[config.mk]
export PLATFORM = sky130hd
export DESIGN_NAME = tis_irq_ctrl
export DESIGN_NICKNAME = d
export VERILOG_FILES = /design/src/rtl/tis_irq_pkg.sv /design/src/rtl/tis_irq_bank.sv /design/src/rtl/tis_irq_line.sv /design/src/rtl/tis_irq_ctrl.sv
export SDC_FILE = /design/constraint.sdc
export NUM_CORES = 1
export LEC_CHECK = 0
export BUFFER_PORTS_ARGS = -buffer_cell sky130_fd_sc_hd__buf_2
export CELL_PAD_IN_SITES_DETAIL_PLACEMENT = 1
export CELL_PAD_IN_SITES_GLOBAL_PLACEMENT = 1
export CORE_MARGIN = 4
export CORE_UTILIZATION = 40
export CTS_BUF_LIST = sky130_fd_sc_hd__clkbuf_8
export DETAILED_ROUTE_END_ITERATION = 8
export PLACE_DENSITY_LB_ADDON = 0.1
export SLEW_MARGIN = 20
export SYNTH_ARGS = -nofsm -noshare
export SYNTH_HDL_FRONTEND = slang
export SYNTH_HIERARCHICAL = 1
export SYNTH_SLANG_ARGS = --single-unit
[constraint.sdc]
create_clock -name clk -period 3.2 [get_ports clk]
set_clock_uncertainty 0.1 [all_clocks]
set_input_delay 0.16 -clock clk [delete_from_list [all_inputs] [get_ports clk]]
set_output_delay 0.16 -clock clk [all_outputs]
set_load 0.01 [all_outputs]
[src/rtl/tis_irq_pkg.sv]
package tis_irq_pkg;

  typedef enum logic [1:0] {
    SEL_ENABLE = 2'd0,
    SEL_STATUS = 2'd1,
    SEL_VECTOR = 2'd2,
    SEL_RSVD   = 2'd3
  } reg_sel_e;

  localparam int unsigned DW       = 32;
  localparam int unsigned BEW      = DW / 8;
  localparam int unsigned SRC_N    = 4;
  localparam int unsigned GLB_BIT  = 31;

  // status/source bits: data ready 0, status valid 1, owner change 2, cmd ready 7
  localparam logic [DW-1:0] SRC_MASK  = 32'h0000_0087;
  localparam logic [DW-1:0] POL_MASK  = 32'h0000_0018;
  localparam logic [DW-1:0] EN_WMASK  = SRC_MASK | POL_MASK | (32'h1 << GLB_BIT);
  localparam logic [DW-1:0] EN_RESET  = 32'h0000_0008;

  function automatic logic [DW-1:0] src_to_bits(input logic [SRC_N-1:0] src);
    logic [DW-1:0] b;
    b    = '0;
    b[0] = src[0];
    b[1] = src[1];
    b[2] = src[2];
    b[7] = src[3];
    return b;
  endfunction

  function automatic logic [DW-1:0] lane_mask(input logic [BEW-1:0] be);
    logic [DW-1:0] m;
    for (int i = 0; i < BEW; i++) begin
      m[i*8 +: 8] = {8{be[i]}};
    end
    return m;
  endfunction

endpackage

[src/rtl/tis_irq_bank.sv]
module tis_irq_bank
  import tis_irq_pkg::*;
(
  input  logic          clk,
  input  logic          rst_n,
  input  logic          en_wr,
  input  logic          st_wr,
  input  logic [DW-1:0] wmask,
  input  logic [DW-1:0] wdata,
  input  logic          evt_hit,
  input  logic [DW-1:0] evt_bits,
  output logic [DW-1:0] en_q,
  output logic [DW-1:0] st_q,
  output logic          set_any,
  output logic          cleared_zero
);

  logic [DW-1:0] set_bits;
  logic [DW-1:0] clr_bits;
  logic          clr_fire;
  logic [DW-1:0] st_d;
  logic [DW-1:0] en_d;
  logic          en_ce;
  logic          st_ce;

  always_comb begin
    set_bits     = (evt_hit && en_q[GLB_BIT]) ? (evt_bits & en_q & SRC_MASK) : '0;
    clr_bits     = st_wr ? (wdata & wmask & SRC_MASK) : '0;
    clr_fire     = (clr_bits != '0) && ((st_q & SRC_MASK) != '0);
    st_d         = (st_q & ~clr_bits) | set_bits;
    en_d         = (en_q & ~(wmask & EN_WMASK)) | (wdata & wmask & EN_WMASK);
    en_ce        = en_wr;
    st_ce        = evt_hit | st_wr;
    set_any      = |set_bits;
    cleared_zero = clr_fire && (st_d == '0);
  end

  always_ff @(posedge clk or negedge rst_n) begin
    if (!rst_n) begin
      en_q <= EN_RESET;
      st_q <= '0;
    end else begin
      if (en_ce) en_q <= en_d;
      if (st_ce) st_q <= st_d;
    end
  end

endmodule

[src/rtl/tis_irq_line.sv]
module tis_irq_line #(
  parameter int unsigned NUM_LOC = 5
) (
  input  logic               clk,
  input  logic               rst_n,
  input  logic [NUM_LOC-1:0] raise_vec,
  input  logic [NUM_LOC-1:0] drop_vec,
  output logic               line_q
);

  logic line_d;

  always_comb begin
    if (|raise_vec)     line_d = 1'b1;
    else if (|drop_vec) line_d = 1'b0;
    else                line_d = line_q;
  end

  always_ff @(posedge clk or negedge rst_n) begin
    if (!rst_n) line_q <= 1'b0;
    else        line_q <= line_d;
  end

endmodule

[src/rtl/tis_irq_ctrl.sv]
module tis_irq_ctrl
  import tis_irq_pkg::*;
#(
  parameter int unsigned    NUM_LOC   = 5,
  parameter int unsigned    LOC_W     = 3,
  parameter logic [31:0]    VEC_VALUE = 32'h0000_000B
) (
  input  logic             clk,
  input  logic             rst_n,
  input  logic             act_vld,
  input  logic [LOC_W-1:0] act_loc,
  input  logic             req_vld,
  input  logic             req_we,
  input  logic [LOC_W-1:0] req_loc,
  input  logic [1:0]       req_sel,
  input  logic [3:0]       req_be,
  input  logic [31:0]      req_wdata,
  output logic [31:0]      rd_data,
  input  logic             evt_vld,
  input  logic [LOC_W-1:0] evt_loc,
  input  logic [3:0]       evt_src,
  output logic             irq_o
);

  localparam int unsigned FLAT_W = NUM_LOC * DW;

  logic [1:0]         rst_pipe;
  logic               rst_n_sync;
  logic               wr_own;
  logic [DW-1:0]      wmask;
  logic [DW-1:0]      evt_bits;
  logic [DW-1:0]      en_arr [NUM_LOC];
  logic [DW-1:0]      st_arr [NUM_LOC];
  logic [NUM_LOC-1:0] set_vec;
  logic [NUM_LOC-1:0] zero_vec;
  logic [FLAT_W-1:0]  en_flat;
  logic [FLAT_W-1:0]  st_flat;
  logic [DW-1:0]      rd_d;
  logic               rd_ce;

  // reset asserts at once, releases after two clock edges
  always_ff @(posedge clk or negedge rst_n) begin
    if (!rst_n) rst_pipe <= 2'b00;
    else        rst_pipe <= {rst_pipe[0], 1'b1};
  end
  assign rst_n_sync = rst_pipe[1];

  always_comb begin
    wr_own   = req_vld && req_we && act_vld && (act_loc == req_loc) &&
               (32'(req_loc) < NUM_LOC);
    wmask    = lane_mask(req_be);
    evt_bits = src_to_bits(evt_src);
  end

  for (genvar g = 0; g < NUM_LOC; g++) begin : g_loc
    logic sel_me;
    assign sel_me = (req_loc == LOC_W'(g));

    tis_irq_bank u_bank (
      .clk          (clk),
      .rst_n        (rst_n_sync),
      .en_wr        (wr_own && sel_me && (req_sel == SEL_ENABLE)),
      .st_wr        (wr_own && sel_me && (req_sel == SEL_STATUS)),
      .wmask        (wmask),
      .wdata        (req_wdata),
      .evt_hit      (evt_vld && (evt_loc == LOC_W'(g))),
      .evt_bits     (evt_bits),
      .en_q         (en_arr[g]),
      .st_q         (st_arr[g]),
      .set_any      (set_vec[g]),
      .cleared_zero (zero_vec[g])
    );

    assign en_flat[g*DW +: DW] = en_arr[g];
    assign st_flat[g*DW +: DW] = st_arr[g];
  end

  tis_irq_line #(.NUM_LOC(NUM_LOC)) u_line (
    .clk       (clk),
    .rst_n     (rst_n_sync),
    .raise_vec (set_vec),
    .drop_vec  (zero_vec),
    .line_q    (irq_o)
  );

  always_comb begin
    rd_d  = '0;
    rd_ce = req_vld && !req_we;
    for (int i = 0; i < NUM_LOC; i++) begin
      if (req_loc == LOC_W'(i)) begin
        if (req_sel == SEL_ENABLE) rd_d = en_arr[i];
        if (req_sel == SEL_STATUS) rd_d = st_arr[i];
      end
    end
    if (req_sel == SEL_VECTOR) rd_d = VEC_VALUE;
  end

  always_ff @(posedge clk or negedge rst_n_sync) begin
    if (!rst_n_sync)  rd_data <= '0;
    else if (rd_ce)   rd_data <= rd_d;
  end

endmodule

==> results.ini <==
[layout]
fillers = 2686
layout_common_cells = conb_1, nand2_1, mux2i_1
multi_input_area_sq_um = 5309
final_nets = 1091
final_common_cell = conb_1
diodes = 0
seq_area_sq_um = 2262
syn2layout_area_growth_pct = -1.814
drive_above_1_share = 0.1954

[hold_path]
hold_start = evt_src[3]
hold_depth = 3
hold_path_end = g_loc[3].u_bank/st_q[7]
hp-class = primary input to flop

[clocking]
cts_tree = done
cts_buffers = 9
clockBufferDepth = 2
cts-htree-levels = 3
postCtsSetupBuffers = 0
clockRootBuffer = clkbuf_8
clk_latency_ns = 0.39
clkSlewWorstSetupHoldPaths_ns = 0.11
clkSinkCount = 90

[yosys]
yosysWarnings = 6
synth_cells = 982
synth_area_sq_um = 8897
avgSynthCellArea_sq_um = 9.060

[grt]
antenna_found_initial = 0
grt_max_degree = 90
grt_pass1_vias = 6574
grt_pass1_wl_microns = 37090
track_usage = 0.1934
grt_overflow_total = 0

[critical_path]
endpoint_kind = flop
critPathArrivalTime_ns = 2.64
r2r_cells = 6
critical_path_class = primary input to flop
required_ns = 3.39
setup.worst_path.start_class = primary input
r2r-end = u_line/line_q
crit_fanout = 5
rrSetupSlack_ns = 1.29
r2r-start = g_loc[3].u_bank/st_q[1]

[timing]
post-route-min-period_ns = 2.457
setup_ws_ns = 0.7433
tns_ns = 0
timing.fmax_mhz = 407.0
timing.final.crit_share = 0.7677
setup_viol = 0
slew_headroom = 0.4971
slew_violations = 0
hold_violations = 0
worst_pin_slew_ns = 0.7503
rsz0062_at_grt = false

[power_and_ir_drop]
p_per_area_nw_per_um2 = 305.9
ir_worst_vdd_v = 0.0001641
cellLeakagePower_uw = 0.004090

[route]
drt_iter0_drc = 261
via_per_inst = 4.860
drt_pre_antenna_iters = 5
routedWlPerCell_microns = 17.55
wl_microns = 23140
ant_nets = 0
route.detailed.drc = 0
via_count = 6410

[floorplan]
die-area_sq_um = 24690
pin_count = 90
die_w_microns = 157.1
initial_core_util = 0.4077
die_h_microns = 157.1
core_sq_um = 21820
rows = 54

[placed_design]
post-place-ws_ns = 0.3000
portBuffers = 62
finalWeightedCongestion = 0.8484
dp_hpwl_microns = 16170

[job]
max_cap_violations = 0

[outcome]
status = complete, no violations

-- area by class of cell --
class,instances,area share
Timing Repair Buffer,93,0.06860
Tap cell,280,0.04010
Multi-Input combinational cell,838,0.6077
Sequential cell,90,0.2590
Inverter,2,0.0008594
Clock inverter,7,0.009596
Clock buffer,9,0.01418
-- worst max-delay path, stage by stage --
cell and delay (ns):
buf_2 0.14, and3b_1 0.21, o21ai_1 0.06, a211oi_2 0.37, nand2_2 0.19, nor3_2 0.45
nand3_1 0.14, nand2_1 0.10, o21ai_1 0.09, nor4_2 0.33, nor4b_1 0.10, a211o_1 0.29
-- per-stage QoR --
stage / utilization / hold WS [ns] / cells / power (uW) / instance area [sq um]
2_1_floorplan: - / -0.2356 / 1242 / 1867 / 9873
4_1_cts: 0.4003 / 0.004182 / 1319 / 2723 / 8736
5_1_grt: 0.4003 / 0.03676 / 1319 / 2838 / 8736
6_report: 0.4003 / 0.03359 / 1319 / 2672 / 8736
3_3_place_gp: 0.3885 / -0.1547 / 1298 / 1825 / 8478
3_5_place_dp: 0.3885 / -0.1533 / 1298 / 1830 / 8478
-- layer usage --
metal | global-route usage | vias up | routed length (microns) | share of wire
met2 | 0.3414 | 87 | 11640 | 0.50
met4 | 0.03482 | 0 | 204 | 0.0088
met3 | 0.02337 | 14 | 587 | 0.025
met5 | 0 | - | 0 | 0
li1 | - | 3130 | - | -
met1 | 0.2580 | 3179 | 10710 | 0.46
-- report_power, final --
group | internal, uW | leakage (uW) | total (uW) | switching [uW]
clock | 315 | 0.000105 | 857 | 542
combinational | 237 | 0.00278 | 592 | 355
sequential | 1180 | 0.00121 | 1220 | 38.7
-- what timing repair did --
action,in CTS,in global routing
resized for setup,0,0
hold buffers,5,0
endpoints found under the hold margin,17,0
-- worst max-delay path by stage --
stage          depth (start not counted)         from             to  slack [ns]
2_1_floorplan                          0  rst_pipe[1]      async pin        0.42
5_1_grt                               12   req_loc[2]  u_line/line_q        0.62
4_1_cts                               12   req_loc[1]  u_line/line_q        0.74
6_report                              12   req_loc[1]  u_line/line_q        0.74
3_3_place_gp                          12   req_loc[1]  u_line/line_q        0.38
3_5_place_dp                          12   req_loc[1]  u_line/line_q        0.30
(Power assumes the default switching activity.)
